$ cat src/rtl/blk_admit_pkg.sv
package blk_admit_pkg;

   typedef enum logic [0:0] {
      RSP_GRANT  = 1'b0,
      RSP_REJECT = 1'b1
   } rsp_kind_e;

   // bits needed to hold every value from 0 up to maxval
   function automatic int width_for(input int maxval);
      return (maxval < 2) ? 1 : $clog2(maxval + 1);
   endfunction

endpackage

$ cat src/rtl/blk_pool_ctr.sv
module blk_pool_ctr
   import blk_admit_pkg::*;
#(
   parameter int CAP = 768,
   localparam int W  = width_for(CAP)
) (
   input  logic         clk,
   input  logic         rst_n,
   input  logic [W-1:0] cand,
   input  logic         take_en,
   input  logic         give_en,
   input  logic [W-1:0] give_amt,
   output logic         fits,
   output logic [W-1:0] used
);

   localparam int EW = W + 1;

   logic [EW-1:0] after_give;
   logic [EW-1:0] with_cand;
   logic [EW-1:0] next_used;

   initial begin
      assert (CAP > 0) else $error("pool capacity must be positive");
   end

   // release is applied before the candidate is weighed
   always_comb begin
      after_give = EW'(used) - (give_en ? EW'(give_amt) : EW'(0));
      with_cand  = after_give + EW'(cand);
      fits       = (with_cand <= EW'(CAP));
      next_used  = take_en ? with_cand : after_give;
   end

   always_ff @(posedge clk) begin
      if (!rst_n) used <= '0;
      else        used <= next_used[W-1:0];
   end

   AST_POOL_BOUND: assert property (@(posedge clk) disable iff (!rst_n)
      used <= W'(CAP));

   AST_GIVE_COVERED: assert property (@(posedge clk) disable iff (!rst_n)
      give_en |-> (give_amt <= used));

   AST_TAKE_FITS: assert property (@(posedge clk) disable iff (!rst_n)
      take_en |=> (used <= W'(CAP)));

endmodule

$ cat src/rtl/blk_slot_table.sv
module blk_slot_table
   import blk_admit_pkg::*;
#(
   parameter int NSLOT = 8,
   parameter int TW    = 10,
   parameter int RW    = 14,
   parameter int SW    = 15,
   localparam int SLW  = (NSLOT > 1) ? $clog2(NSLOT) : 1,
   localparam int CW   = width_for(NSLOT)
) (
   input  logic           clk,
   input  logic           rst_n,
   input  logic           alloc_en,
   input  logic [TW-1:0]  alloc_thr,
   input  logic [RW-1:0]  alloc_reg,
   input  logic [SW-1:0]  alloc_smem,
   input  logic           rel_valid,
   input  logic [SLW-1:0] rel_slot,
   output logic           rel_hit,
   output logic [TW-1:0]  rel_thr,
   output logic [RW-1:0]  rel_reg,
   output logic [SW-1:0]  rel_smem,
   output logic           free_any,
   output logic [SLW-1:0] free_idx,
   output logic [CW-1:0]  occ_cnt
);

   logic [NSLOT-1:0] occ_q;
   logic [NSLOT-1:0] free_mask;
   logic [TW-1:0]    rec_thr  [NSLOT];
   logic [RW-1:0]    rec_reg  [NSLOT];
   logic [SW-1:0]    rec_smem [NSLOT];

   initial begin
      assert (NSLOT >= 2 && (NSLOT & (NSLOT - 1)) == 0)
         else $error("slot count must be a power of two, at least 2");
   end

   assign rel_hit  = rel_valid && occ_q[rel_slot];
   assign rel_thr  = rec_thr[rel_slot];
   assign rel_reg  = rec_reg[rel_slot];
   assign rel_smem = rec_smem[rel_slot];

   // a slot being released this cycle already counts as free
   always_comb begin
      free_mask = ~occ_q;
      if (rel_hit) free_mask[rel_slot] = 1'b1;
   end

   always_comb begin
      free_any = 1'b0;
      free_idx = '0;
      for (int i = NSLOT - 1; i >= 0; i--) begin
         if (free_mask[i]) begin
            free_any = 1'b1;
            free_idx = SLW'(i);
         end
      end
   end

   always_comb begin
      occ_cnt = '0;
      for (int i = 0; i < NSLOT; i++) occ_cnt = occ_cnt + CW'(occ_q[i]);
   end

   for (genvar g = 0; g < NSLOT; g++) begin : g_slot
      logic alloc_here;
      logic rel_here;
      assign alloc_here = alloc_en && (free_idx == SLW'(g));
      assign rel_here   = rel_hit && (rel_slot == SLW'(g));

      always_ff @(posedge clk) begin
         if (!rst_n) begin
            occ_q[g]    <= 1'b0;
            rec_thr[g]  <= '0;
            rec_reg[g]  <= '0;
            rec_smem[g] <= '0;
         end else if (alloc_here) begin
            occ_q[g]    <= 1'b1;
            rec_thr[g]  <= alloc_thr;
            rec_reg[g]  <= alloc_reg;
            rec_smem[g] <= alloc_smem;
         end else if (rel_here) begin
            occ_q[g]    <= 1'b0;
         end
      end
   end

   AST_ALLOC_HAS_SLOT: assert property (@(posedge clk) disable iff (!rst_n)
      alloc_en |-> free_any);

   AST_ALLOC_MARKS: assert property (@(posedge clk) disable iff (!rst_n)
      (alloc_en && !rel_hit) |=> (occ_cnt == $past(occ_cnt) + CW'(1)));

   AST_RELEASE_CLEARS: assert property (@(posedge clk) disable iff (!rst_n)
      (rel_hit && !alloc_en) |=> (occ_cnt == $past(occ_cnt) - CW'(1)));

endmodule

$ cat src/rtl/blk_admit_unit.sv
module blk_admit_unit
   import blk_admit_pkg::*;
#(
   parameter int MAX_BLOCKS      = 8,
   parameter int MAX_THREADS     = 768,
   parameter int MAX_BLK_THREADS = 512,
   parameter int REG_POOL        = 8192,
   parameter int SMEM_BYTES      = 16384,
   localparam int TW  = width_for(MAX_THREADS),
   localparam int RW  = width_for(REG_POOL),
   localparam int SW  = width_for(SMEM_BYTES),
   localparam int SLW = (MAX_BLOCKS > 1) ? $clog2(MAX_BLOCKS) : 1,
   localparam int CW  = width_for(MAX_BLOCKS)
) (
   input  logic           clk,
   input  logic           rst_n,
   input  logic           req_valid,
   output logic           req_ready,
   input  logic [TW-1:0]  req_threads,
   input  logic [RW-1:0]  req_regs,
   input  logic [SW-1:0]  req_smem,
   input  logic           rel_valid,
   input  logic [SLW-1:0] rel_slot,
   output logic           resp_valid,
   output logic           resp_reject,
   output logic [SLW-1:0] resp_slot,
   output logic [TW-1:0]  used_threads,
   output logic [RW-1:0]  used_regs,
   output logic [SW-1:0]  used_smem,
   output logic [CW-1:0]  used_blocks
);

   initial begin
      assert (MAX_BLK_THREADS >= 1 && MAX_BLK_THREADS <= MAX_THREADS)
         else $error("largest block must lie between 1 and the thread pool");
      assert (REG_POOL > 0 && SMEM_BYTES > 0)
         else $error("register and shared-memory pools must be non-empty");
   end

   logic           invalid;
   logic           fit_thr, fit_reg, fit_smem;
   logic           fit_all;
   logic           xfer;
   logic           commit;
   logic           rel_hit;
   logic [TW-1:0]  rel_thr;
   logic [RW-1:0]  rel_reg;
   logic [SW-1:0]  rel_smem;
   logic           free_any;
   logic [SLW-1:0] free_idx;
   rsp_kind_e      kind;

   // a request that cannot fit an idle multiprocessor is illegal
   assign invalid = (req_threads == '0)
                 || (req_threads > TW'(MAX_BLK_THREADS))
                 || (req_regs    > RW'(REG_POOL))
                 || (req_smem    > SW'(SMEM_BYTES));

   assign fit_all   = free_any && fit_thr && fit_reg && fit_smem;
   assign req_ready = invalid || fit_all;
   assign xfer      = req_valid && req_ready;
   assign commit    = xfer && !invalid;
   assign kind      = invalid ? RSP_REJECT : RSP_GRANT;

   blk_slot_table #(
      .NSLOT (MAX_BLOCKS),
      .TW    (TW),
      .RW    (RW),
      .SW    (SW)
   ) slots_i (
      .clk        (clk),
      .rst_n      (rst_n),
      .alloc_en   (commit),
      .alloc_thr  (req_threads),
      .alloc_reg  (req_regs),
      .alloc_smem (req_smem),
      .rel_valid  (rel_valid),
      .rel_slot   (rel_slot),
      .rel_hit    (rel_hit),
      .rel_thr    (rel_thr),
      .rel_reg    (rel_reg),
      .rel_smem   (rel_smem),
      .free_any   (free_any),
      .free_idx   (free_idx),
      .occ_cnt    (used_blocks)
   );

   blk_pool_ctr #(.CAP(MAX_THREADS)) thr_pool_i (
      .clk      (clk),
      .rst_n    (rst_n),
      .cand     (req_threads),
      .take_en  (commit),
      .give_en  (rel_hit),
      .give_amt (rel_thr),
      .fits     (fit_thr),
      .used     (used_threads)
   );

   blk_pool_ctr #(.CAP(REG_POOL)) reg_pool_i (
      .clk      (clk),
      .rst_n    (rst_n),
      .cand     (req_regs),
      .take_en  (commit),
      .give_en  (rel_hit),
      .give_amt (rel_reg),
      .fits     (fit_reg),
      .used     (used_regs)
   );

   blk_pool_ctr #(.CAP(SMEM_BYTES)) smem_pool_i (
      .clk      (clk),
      .rst_n    (rst_n),
      .cand     (req_smem),
      .take_en  (commit),
      .give_en  (rel_hit),
      .give_amt (rel_smem),
      .fits     (fit_smem),
      .used     (used_smem)
   );

   always_ff @(posedge clk) begin
      if (!rst_n) begin
         resp_valid  <= 1'b0;
         resp_reject <= 1'b0;
         resp_slot   <= '0;
      end else begin
         resp_valid <= xfer;
         if (xfer) begin
            resp_reject <= (kind == RSP_REJECT);
            resp_slot   <= invalid ? '0 : free_idx;
         end
      end
   end

   AST_REJECT_NO_COMMIT: assert property (@(posedge clk) disable iff (!rst_n)
      (xfer && invalid && !rel_hit) |=>
         ($stable(used_threads) && $stable(used_regs) && $stable(used_smem)
          && $stable(used_blocks)));

   AST_GRANT_RESP: assert property (@(posedge clk) disable iff (!rst_n)
      commit |=> (resp_valid && !resp_reject));

   AST_IGNORE_FREE_REL: assert property (@(posedge clk) disable iff (!rst_n)
      (rel_valid && !rel_hit && !commit) |=>
         ($stable(used_threads) && $stable(used_regs) && $stable(used_smem)
          && $stable(used_blocks)));

   AST_HELD_SILENT: assert property (@(posedge clk) disable iff (!rst_n)
      (req_valid && !req_ready) |=> !resp_valid);

   AST_BLOCK_LIMIT: assert property (@(posedge clk) disable iff (!rst_n)
      (used_blocks == CW'(MAX_BLOCKS) && !rel_hit) |-> !commit);

endmodule

$ cat config.mk
export PLATFORM = sky130hd
export DESIGN_NAME = blk_admit_unit
export DESIGN_NICKNAME = d
export VERILOG_FILES = /design/src/rtl/blk_admit_pkg.sv /design/src/rtl/blk_pool_ctr.sv /design/src/rtl/blk_slot_table.sv /design/src/rtl/blk_admit_unit.sv
export SDC_FILE = /design/constraint.sdc
export NUM_CORES = 1
export LEC_CHECK = 0
export BUFFER_PORTS_ARGS = -buffer_cell sky130_fd_sc_hd__buf_2
export CAP_MARGIN = 20
export CORE_MARGIN = 2
export CORE_UTILIZATION = 65
export DETAILED_ROUTE_END_ITERATION = 12
export PLACE_DENSITY_LB_ADDON = 0.1
export SYNTH_ARGS = -nofsm -noshare
export SYNTH_HDL_FRONTEND = slang
export SYNTH_SLANG_ARGS = --single-unit
$ cat constraint.sdc
create_clock -name clk -period 40.1 [get_ports clk]
set_input_delay 10.025 -clock clk [delete_from_list [all_inputs] [get_ports clk]]
set_output_delay 10.025 -clock clk [all_outputs]
set_load 0.02 [all_outputs]
* Word level (Yosys, flattened, before mapping)
Memories as Yosys holds them, arrays and structs flattened.
Index checks and enable logic that the tools add are counted.
Widths: inputs -> output; s select.
** Storage, ports and cells
- Flip-flop bits (word level) :: 52
- Bits in writable memories :: 312
- Bits of input ports :: 46
- Memories :: 3
** Memory list
- slots_i.rec_smem :: depth 8, width 15, rd ports 1, clocked after Yosys merged registers in 0, wr ports 8, line blk_slot_table.sv:32 : logic [SW-1:0] rec_smem [NSLOT];
- slots_i.rec_reg :: depth 8, width 14, rd ports 1, clocked after Yosys merged registers in 0, wr ports 8, line blk_slot_table.sv:31 : logic [RW-1:0] rec_reg [NSLOT];
- slots_i.rec_thr :: depth 8, width 10, rd ports 1, clocked after Yosys merged registers in 0, wr ports 8, line blk_slot_table.sv:30 : logic [TW-1:0] rec_thr [NSLOT];
** Cells by class
- $add $sub $neg :: 13
- Magnitude comparators :: 8
- Equal/unequal tests :: 14
- Mux-type cells :: 94
- Bitwise logic cells :: 26
- Reduce and logical (&&, ||, !) cells :: 39
** Operators by type and width (count)
- $mux 15 :: 10
- $mux 14 :: 10
- $mux 10 :: 10
- $mux 1 :: 52
- $mux 3 :: 9
- $add 4x1->4 :: 6
- $eq 3x3->1 const B :: 8
- $or 1x1->1 :: 24
- $logic_and 1x1->1 :: 23
- $add 16x15->16 :: 1
- $le 16x15->1 const B :: 1
- $reduce_bool 2->1 :: 8
- $sub 15x15->16 :: 1
- $add 15x14->15 :: 1
- $gt 15x15->1 const B :: 1
- $le 15x14->1 const B :: 1
- $sub 14x14->15 :: 1
- $gt 14x14->1 const B :: 1
- $eq 3x2->1 const B :: 4
- $add 11x10->11 :: 1
- $le 11x10->1 const B :: 1
- $sub 10x10->11 :: 1
- $gt 10x10->1 const B :: 1
- $logic_not 10->1 :: 1
- other kinds (12) :: 17

* Depth between registers and ports, before layout
Gate-level depths: netlist (run 1).
- Depth in word-level cells :: 25
- Mapped depth :: 29

* Cells and area by module
A second synthesis (run 1) with hierarchy kept.
** Unflattened totals
- Cells, all modules :: 1709
- Area, all modules :: 20857.5 um2
** By module, submodules not included
- blk_slot_table :: times used 1, cells each 930, area each 14811.7 um2, sequential area each 9529.1 um2
- blk_pool_ctr (smem_pool_i) :: times used 1, cells each 310, area each 2351.0 um2, sequential area each 300.3 um2
- blk_pool_ctr (reg_pool_i) :: times used 1, cells each 239, area each 1869.3 um2, sequential area each 280.3 um2
- blk_pool_ctr (thr_pool_i) :: times used 1, cells each 174, area each 1390.1 um2, sequential area each 200.2 um2
- blk_admit_unit :: times used 1, cells each 56, area each 435.4 um2, sequential area each 100.1 um2

* Least setup slack after synthesis (run 1)
Ideal clock, no wire load.
- Kind :: input to output
- Start :: input rel_slot[0]
- End :: output req_ready
- Data arrival time :: 15561 ps
- Setup slack :: 14514 ps
- Stages on the path :: 24
- Cell sequence :: buf_4 -> clkbuf_1 -> buf_1 -> mux4_2 -> mux2_2 -> nand2_1 -> ha_1 -> nor2b_1 -> o21ai_0 -> nand2b_1 -> a21o_1 -> a31o_2 -> a21boi_0 -> xnor2_1 -> ha_1 -> o21a_1 -> nor2_1 -> xnor2_1 -> or4_1 -> nor3_1 -> nand4_1 -> o41ai_1 -> nand3_1 -> nand2_1
** Between the ends
- Word-level cells in the longest chain between the ends :: 18
- Elaborated cells on any way between the ends :: 37
- Those cells by class :: 6 x add/sub; 5 x order compare; 16 x mux; 1 x bitwise; 6 x reduce/logical; 3 x memory
** Ends and longest elaborated chain
- start, declared :: line blk_admit_unit.sv:23 : input logic [SLW-1:0] rel_slot,
- parallel branches: the longest is 16 deep, another holds $sub 14x14->15
- $logic_and 1x1->1 * :: line blk_admit_unit.sv:59 : assign fit_all = free_any && fit_thr && fit_reg && fit_smem;
- $logic_or 1x1->1 * :: line blk_admit_unit.sv:60 : assign req_ready = invalid || fit_all;
- end, declared :: line blk_admit_unit.sv:18 : output logic req_ready,
Mark *: on every way between the ends. The select of a mux whose other input is x is not followed.

* Worst setup path after layout (run 1)
- Start :: input rel_slot[1]
- End :: output req_ready
The elaborated chain is that of the path after synthesis.

==> flow_metrics.tcl, run 1 <==
set metrics [dict create \
    cts_root_buffer "clkbuf_16" \
    crit_path_max_fanout 51 \
    synth_warnings 0 \
    cts.path.max_buffers 3 \
    drt_wl_total_um 55130 \
    hold_path.startpoint "resp_reject$_SDFFE_PN0P_" \
    drcViolationCount 0 \
    finalSetupViolations 0 \
    largest_reg_flops 120 \
    hold-worst-slack_ns 0.5192 \
    max_cap_viol_count 0 \
    cp-start-kind "primary input" \
    crit_type "primary input to output pin" \
    drive_above_1_share_pct 18.55 \
    maxSlewViolCount 0 \
    die_h_um 179.2 \
    setup_tns_ns 0 \
    critPathLaunch "rel_slot[1]" \
    clock_skew_ns 0.03363 \
    syn_inst 1675 \
    reg2reg_slack_ns 31.75 \
    muxShareOfSynthArea_pct 12.42 \
    grt_pass1_vias 14128 \
    wl_per_cell_um 25.66 \
    crit_path_end_kind "output pin" \
    synth_cell_types 63 \
    worst_pin_slew_ns 0.9654 \
    dieArea_sq_um 32110 \
    crit_family "simple AND/OR/NAND/NOR gates" \
    synth_xor_area_share_pct 2.809 \
    clk_latency_ns 0.55 \
    syn_to_final_growth_pct 10.16 \
    async_flop_share_pct 0 \
    cts_buffers 39 \
    first_iter_violations 1821 \
    vdd_drop_max_uv 40.98 \
    die-width_um 179.2 \
    critPathArrivalTime_ns 16.48 \
    synth_top_family_by_area "simple AND/OR/NAND/NOR gates" \
    slowest_stage "o41ai_1" \
    cp_num_buf_inv 2 \
    ctsResizeCount 0 \
    outcome "complete, no violations" \
    post_cts_buffers 0 \
    worstPathRequired_ns 30.08 \
    ys.flop_type "edfxtp_1" \
    path_clk_slew_ns 0.06 \
    ys_seq_elements 364 \
    syn_area_sq_um 19950 \
    grt_pass1_wl_um 83150 \
    ant_nets 0 \
    num_vias 14716 \
    fp-row-count 64 \
    synth-compound-area-share_pct 7.833 \
    clkSinkCount 364 \
    p_per_area_nw_per_um2 64.96 \
    cts_tree "done" \
    period_needed_ns 26.51 \
    grt_max_degree 109 \
    timing.final.crit_share_pct 66.11 \
    yosys.area_share.adder_pct 6.083 \
    core_area_sq_um 30430 \
    diodes 0 \
    dp_hpwl_um 34420 \
    hold_buffers 0 \
    io_buffers 94 \
    rsz0062_at_grt "no" \
    grt_antenna_before_repair 0 \
    r2r_start "slots_i.occ_q[3]$_SDFFE_PN0P_" \
    hold_viol_final 0 \
    yosys.area_share.simple_pct 14.64 \
    slew-limit-headroom_pct 35.64 \
    hp-class "flop to flop" \
    htreeDepth 2 \
    p_leak_nw 7.723 \
    gp_congestion 0.9513 \
    critical_path.max_stage_delay_ns 0.70 \
    synth_edf_count 312 \
    avgViaCountPerCell 6.851 \
    syn-num-nets 1812 \
    pin_count 95 \
    syn_avg_cell_area_sq_um 11.91 \
    yosysSeqAreaShare_pct 52.18 \
    firstDrtPassIters 5 \
    fmax_mhz 37.72 \
    layout.nets 1861 \
    grt_remaining_overflow 0 \
    start_util_pct 65.57 \
    grt_usage_pct 35.05 \
]
worst reg2reg max path: cells and delay by family (launching register included):
family / cells / cell delay, ns
DFF: 1 / 0.44
buffers and inverters: 2 / 1.01
muxes: 2 / 0.44
and+or+nand+nor: 9 / 3.01
AOI/OAI and AO/OA: 7 / 1.96
xor gates and xnor gates: 2 / 0.29
adders and majority gates: 3 / 0.78
layout by cell type, fill, tap and decap left out, types with 6 or more instances in the layout:
cell and n:
nor3_1 326, edfxtp_1 312, nand2_1 112, buf_2 91, ha_1 81, mux4_2 80
dfxtp_1 52, clkinv_1 51, a21oi_1 46, inv_1 43, nor2_1 43, o21ai_0 40
xnor2_1 40, clkbuf_16 40, mux2_2 36, buf_4 29, mux2i_1 27, xor2_1 24
nor2b_1 17, nand3_1 17, a21o_1 16, a32o_1 15, o21a_1 14, nand4_1 12
nand2b_1 11, fa_1 10, nor4_1 9, or3_1 8, a211oi_1 8, nand3_2 8
o31ai_1 7, a31oi_1 6, or2_2 6, a211o_1 6, clkbuf_1 6
cells by family after synthesis:
| logic type | Yosys count |
|---|---|
| xor gates and xnor gates | 64 |
| AOI/OAI and AO/OA | 222 |
| muxes | 143 |
| adders and majority gates | 91 |
| and+or+nand+nor | 595 |
| DFF | 364 |
| buffers and inverters | 196 |
area by class of cell:
class                           instances  area [sq um]
Clock buffer                           46          1023
Multi-Input combinational cell       1115          8899
Fill cell                            2167          8451
Clock inverter                         23         131.4
Sequential cell                       364         10410
Timing Repair Buffer                  122         711.9
Inverter                               82         307.8
Tap cell                              396         495.5
path summary, 6_finish.rpt:
| kind | end | cells past startpoint |
|---|---|---|
| worst min-delay path | resp_reject$_SDFFE_PN0P_ | 2 |
| worst max-delay path | req_ready | 25 |
| worst max register to register | slots_i.rec_thr[3][7]$_SDFFCE_PN0P_ | 25 |
| worst min register to register | resp_reject$_SDFFE_PN0P_ | 2 |
cells in the mapped netlist (4+ instances only):
cell type    n  share of area [%]
nor2b_1     18               0.56
xnor2_1     40                1.8
or2_2        6               0.19
o31a_1       4               0.18
mux2_2      36                2.0
and2_1       4               0.13
nand3b_1     5               0.19
edfxtp_1   312                 47
a21o_1      16               0.60
nand3_1     25               0.63
nand2_1    112                2.1
a31oi_1      6               0.19
o311ai_0     5               0.22
buf_2       36               0.90
nor4_1      11               0.34
xor2_1      24                1.1
o21a_1      14               0.53
a211oi_1     8               0.30
clkinv_1    39               0.73
ha_1        81                5.1
o211ai_1     4               0.15
nand2b_1    11               0.34
or4_1        5               0.19
o21ai_0     44                1.1
nor3_1     326                8.2
o31ai_1     11               0.41
mux2i_1     27                1.4
nand4_1     12               0.38
buf_1        9               0.17
nor2_1      43               0.81
mux4_2      80                9.0
dfxtp_1     52                5.2
o21bai_1     5               0.19
clkbuf_1    64                1.2
fa_1        10                1.0
or3_1        8               0.25
o211a_1      5               0.25
inv_1       43               0.81
a32o_1      15               0.75
a211o_1      6               0.26
o41ai_1      5               0.22
a31o_2       5               0.22
a21oi_1     46                1.2
and3_1       4               0.13
where the power goes:
| part | switching [W] | internal (W) |
|---|---|---|
| registers | 0.0000133 | 0.000434 |
| clock network | 0.000149 | 0.000183 |
| logic | 0.000393 | 0.000255 |
| total | 0.000555 | 0.000872 |
metrics by stage:
step	util (%)	cell area (sq um)	std cells	power (W)	setup WS, ns
after floorplan	-	19950	1675	0.0009389	14.51
after global placement	68.34	20800	2078	0.001087	13.69
after detailed placement	68.34	20800	2078	0.001088	13.58
after CTS	72.14	21950	2147	0.001419	13.59
after global routing	72.23	21980	2148	0.001508	12.97
final	72.23	21980	2148	0.001428	13.59
metal layers:
metal  part of all wire, %  wire, um  up-vias  track usage [%]
li1                      -         -     6526                -
met1                    41     22690     7131            52.48
met2                    44     24020      925            50.80
met3                    12      6670      134            7.591
met4                   3.2      1742        0            12.77
met5                     0         0        -                0
No activity file was read; power rests on OpenSTA's default activity.
==> run 2, diff against run 1 <==
CORE_UTILIZATION = 56   (was 65)
clock period = 22.7 ns   (was 40.1 ns; I/O delays follow)
==> flow_metrics.tcl, run 2 (synthesis gave the netlist of run 1 again) <==
set metrics [dict create \
    vdd_drop_max_uv 145.3 \
    num_vias 14344 \
    die_h_um 192.8 \
    gp_congestion 0.9225 \
    ctsResizeCount 0 \
    diodes 0 \
    firstDrtPassIters 5 \
    fp-row-count 69 \
    clock_skew_ns 0.02088 \
    cts_root_buffer "clkbuf_16" \
    path_clk_slew_ns 0.06 \
    critical_path.max_stage_delay_ns 0.74 \
    p_per_area_nw_per_um2 115.3 \
    hold_path.startpoint "resp_reject$_SDFFE_PN0P_" \
    cp-start-kind "primary input" \
    r2r_start "slots_i.occ_q[3]$_SDFFE_PN0P_" \
    outcome "complete, no violations" \
    largest_reg_flops 120 \
    slowest_stage "o41ai_1" \
    wl_met3_um 6218 \
    htreeDepth 2 \
    final_cell_mix "326 x nor3_1, 312 x edfxtp_1, 112 x nand2_1" \
    cts_buffers 38 \
    slew-limit-headroom_pct 25.47 \
    num-fill-cells 2731 \
    start_util_pct 56.50 \
    grt_pass1_vias 13942 \
    dp_hpwl_um 34830 \
    period_needed_ns 17.73 \
    hold_viol_final 0 \
    pin_count 95 \
    grt_pass1_wl_um 84010 \
    drt_wl_total_um 55910 \
    crit_type "primary input to output pin" \
    worstPathRequired_ns 17.02 \
    maxSlewViolCount 0 \
    whs_path_depth 2 \
    grt_usage_pct 30.62 \
    wl_met2_um 24500 \
    grt_antenna_before_repair 0 \
    drive_above_1_share_pct 18.60 \
    layout.nets 1860 \
    worst_pin_slew_ns 1.118 \
    setup_tns_ns 0 \
    cts.path.max_buffers 3 \
    hp-class "flop to flop" \
    syn_to_final_growth_pct 10.67 \
    highest_layer "met4" \
    critPathLaunch "rel_slot[0]" \
    ant_nets 0 \
    clkSinkCount 364 \
    grt_remaining_overflow 0 \
    finalSetupViolations 0 \
    mostFrequentLayoutCell "nor3_1" \
    critPathArrivalTime_ns 12.05 \
    die-width_um 192.8 \
    post_cts_buffers 0 \
    p_leak_nw 7.747 \
    drcViolationCount 0 \
    avgViaCountPerCell 6.496 \
    fmax_mhz 56.41 \
    core_area_sq_um 35310 \
    crit_path_max_fanout 51 \
    crit_path_end_kind "output pin" \
    wl_met1_um 23990 \
    dieArea_sq_um 37150 \
    first_iter_violations 1472 \
    timing.final.crit_share_pct 78.09 \
    rsz0062_at_grt "no" \
    r2r_cells 25 \
    finalPower_w 0.002545 \
    wl_per_cell_um 25.32 \
    hold_buffers 0 \
    clk_latency_ns 0.54 \
    max_cap_viol_count 0 \
    grt_max_degree 213 \
    cts_tree "done" \
    io_buffers 94 \
]
==> run 2: cell count changes in the layout (fill, tap and decap cells not counted), moves of 2 or more <==
cell	change
clkbuf_1	+4
bufinv_16	+3
clkinv_4	-2
clkinv_1	-9
clkinvlp_4	-2
clkinv_2	+2
clkbuf_16	-2
clkbuf_8	+2
==> run 2: final timing paths <==
kind / slack, ns / to
min: 0.51 / resp_reject$_SDFFE_PN0P_
max reg2reg: 14.01 / slots_i.rec_thr[4][5]$_SDFFCE_PN0P_
max: 4.97 / req_ready
min reg2reg: 0.51 / resp_reject$_SDFFE_PN0P_
==> run 2: layer usage <==
layer	vias to the layer above	GRT usage (%)
met5	-	0
met3	76	8.001
met1	7045	44.92
met2	706	45.52
li1	6517	-
met4	0	7.780
==> run 2: where the power goes <==
part / total [W] / internal, W / switching, W / leakage (nW)
Clock: 0.000607 / 0.000349 / 0.000257 / 0.577
Sequential: 0.000790 / 0.000767 / 0.0000229 / 3.58
Combinational: 0.00115 / 0.000451 / 0.000698 / 3.59
Total: 0.00255 / 0.00157 / 0.000978 / 7.75
==> run 2: critical path: cells and delay by family <==
family / cells / cell delay [ns]
AOI/OAI and AO/OA: 6 / 1.69
muxes: 2 / 0.51
buffers and inverters: 2 / 0.69
and+or+nand+nor: 10 / 2.40
xor gates and xnor gates: 2 / 0.29
adders and majority gates: 3 / 0.77
==> run 2: metrics by stage <==
step                cells  util (%)  instance area (sq um)  worst slack [ns]  hold slack, ns
finish               2208     62.54                  22080             4.972          0.5073
global route         2208     62.54                  22080             4.429          0.5405
floorplan            1675         -                  19950             5.814          0.4899
CTS                  2207     62.49                  22070             4.974          0.5096
global placement     2143     59.16                  20890             5.091          0.4881
detailed placement   2143     59.16                  20890             4.983          0.4995
==> run 2: area by class of cell <==
class,instances,area (sq um),area share (%)
flip-flops and latches,364,10410,47.14
multi-input cells,1115,8899,40.30
clock buffers,50,1016,4.601
repair buffers,122,711.9,3.224
well taps,461,576.8,2.612
inverters,82,307.8,1.394
clock inverters,14,160.2,0.7253
==> run 3, diff against run 2 <==
clock period = 15 ns   (was 22.7 ns; I/O delays follow)
==> flow_metrics.tcl, run 3 (synthesis gave the netlist of run 1 again) <==
set metrics [dict create \
    grt_pass1_wl_um 85160 \
    p_comb_share_pct 44.9 \
    power_frac_clock_pct 24.6 \
    seqPwrFrac_pct 30.5 \
    dieArea_sq_um 37150 \
    placed_cells 2146 \
    first_iter_violations 1477 \
    avgViaCountPerCell 6.617 \
    r2r_start "slots_i.occ_q[3]$_SDFFE_PN0P_" \
    clock_skew_ns 0.02642 \
    p_int_w 0.002401 \
    grt_remaining_overflow 0 \
    finalSetupViolations 0 \
    p_leak_nw 7.778 \
    layout.nets 1864 \
    period_needed_ns 13.72 \
    clkSinkCount 364 \
    post_cts_buffers 0 \
    max_cap_viol_count 0 \
    clk_latency_ns 0.56 \
    crit_path_max_fanout 50 \
    vdd_drop_max_uv 215.2 \
    p_per_area_nw_per_um2 176.6 \
    io_buffers 94 \
    die_h_um 192.8 \
    grt_usage_pct 30.99 \
    fmax_mhz 72.88 \
    cts_root_buffer "clkbuf_16" \
    outcome "complete, no violations" \
    final_cell_mix "326 x nor3_1, 312 x edfxtp_1, 112 x nand2_1" \
    pin_count 95 \
    swShare_pct 38.61 \
    hp-class "flop to flop" \
    core_area_sq_um 35310 \
    hold_viol_final 0 \
    wl_per_cell_um 25.66 \
    grt_pass1_vias 14087 \
    syn_to_final_growth_pct 11.04 \
    firstDrtPassIters 7 \
    critPathLaunch "rel_slot[0]" \
    num_vias 14669 \
    htreeDepth 2 \
    setup_tns_ns 0 \
    start_util_pct 56.50 \
    timing.final.crit_share_pct 91.48 \
    slew-limit-headroom_pct 33.03 \
    maxSlewViolCount 0 \
    dp_hpwl_um 36290 \
    grt_max_degree 93 \
    crit_path_end_kind "output pin" \
    ant_nets 0 \
    die-width_um 192.8 \
    cts.path.max_buffers 3 \
    rsz0062_at_grt "no" \
    gp_congestion 0.9068 \
    hold_buffers 0 \
    switching_power_w 0.001510 \
    drcViolationCount 0 \
    hold_path.startpoint "resp_slot[1]$_SDFFE_PN0P_" \
    finish.utilization_pct 62.74 \
    worst_pin_slew_ns 1.004 \
    drive_above_1_share_pct 18.75 \
    grt_antenna_before_repair 1 \
    worstPathRequired_ns 11.25 \
    largest_reg_flops 120 \
    path_clk_slew_ns 0.06 \
    crit_type "primary input to output pin" \
    cts_buffers 40 \
    mostFrequentLayoutCell "nor3_1" \
    fin_cells 2217 \
    r2r_cells 23 \
    fp-row-count 69 \
    drt_wl_total_um 56880 \
    critPathArrivalTime_ns 9.97 \
    cts_tree "done" \
    whs_path_depth 2 \
    ctsResizeCount 0 \
    cp-start-kind "primary input" \
]
-- run 3: changes by cell type in the layout (fill, tap and decap cells not counted), moves of 2 or more --
cell and delta:
clkinv_1 +7, buf_4 +4, clkbuf_1 -3, clkbuf_16 +2
clkbuf_8 -2
-- run 3: power groups by stage --
stage	Clock, W	Sequential [W]	Combinational, W
2_1_floorplan	0	0.00124	0.00127
6_report	0.000961	0.00119	0.00176
3_3_place_gp	0	0.00121	0.00173
3_5_place_dp	0	0.00121	0.00171
4_1_cts	0.000966	0.00119	0.00172
5_1_grt	0.00100	0.00120	0.00191
-- run 3: cell type report --
class                      count  area (sq um)
fill                        2825         13160
sequential                   364         10410
multi-input combinational   1115          8899
clock buffer                  47          1027
timing repair buffer         124         706.9
tap                          461         576.8
inverter                      82         307.8
clock inverter                23         224.0
antenna                        1         2.502
-- run 3: routing by layer --
| metal | wire length (um) | global-route usage [%] |
|---|---|---|
| met1 | 24710 | 46.57 |
| met4 | 1211 | 8.749 |
| met3 | 6027 | 6.347 |
| met5 | 13 | 0 |
| met2 | 24920 | 45.73 |
-- run 3: worst max-delay path, stage by stage --
cell and delay (ns):
buf_6 0.49, mux4_2 0.65, mux2i_1 0.24, nor2b_4 0.12, buf_4 0.23, nor2b_1 0.17
ha_1 0.23, fa_1 0.41, nor2b_1 0.14, o21ai_0 0.16, and2_1 0.22, o21ai_0 0.14
a21oi_1 0.10, xnor2_1 0.24, ha_1 0.38, a21oi_1 0.43, a31oi_1 0.18, or4_1 0.54
o31ai_1 0.58, nand3_1 0.23, nand2_1 0.14, buf_2 0.17
-- run 3: path summary, 6_finish.rpt --
path	end	slack, ns
min reg2reg	resp_slot[1]$_SDFFE_PN0P_	0.52
max	req_ready	1.28
max reg2reg	slots_i.rec_reg[7][9]$_SDFFCE_PN0P_	6.63
min	resp_slot[1]$_SDFFE_PN0P_	0.52
-- run 3: metrics by stage --
step           hold slack (ns)  total power, W  area, sq um  setup WS [ns]
2_1_floorplan           0.4899        0.002510        19950          1.783
3_3_place_gp            0.4897        0.002944        20900          1.369
3_5_place_dp            0.5009        0.002927        20900          1.338
4_1_cts                 0.5135        0.003884        22150          1.306
5_1_grt                 0.5598        0.004115        22150         0.8582
6_report                0.5187        0.003912        22150          1.279
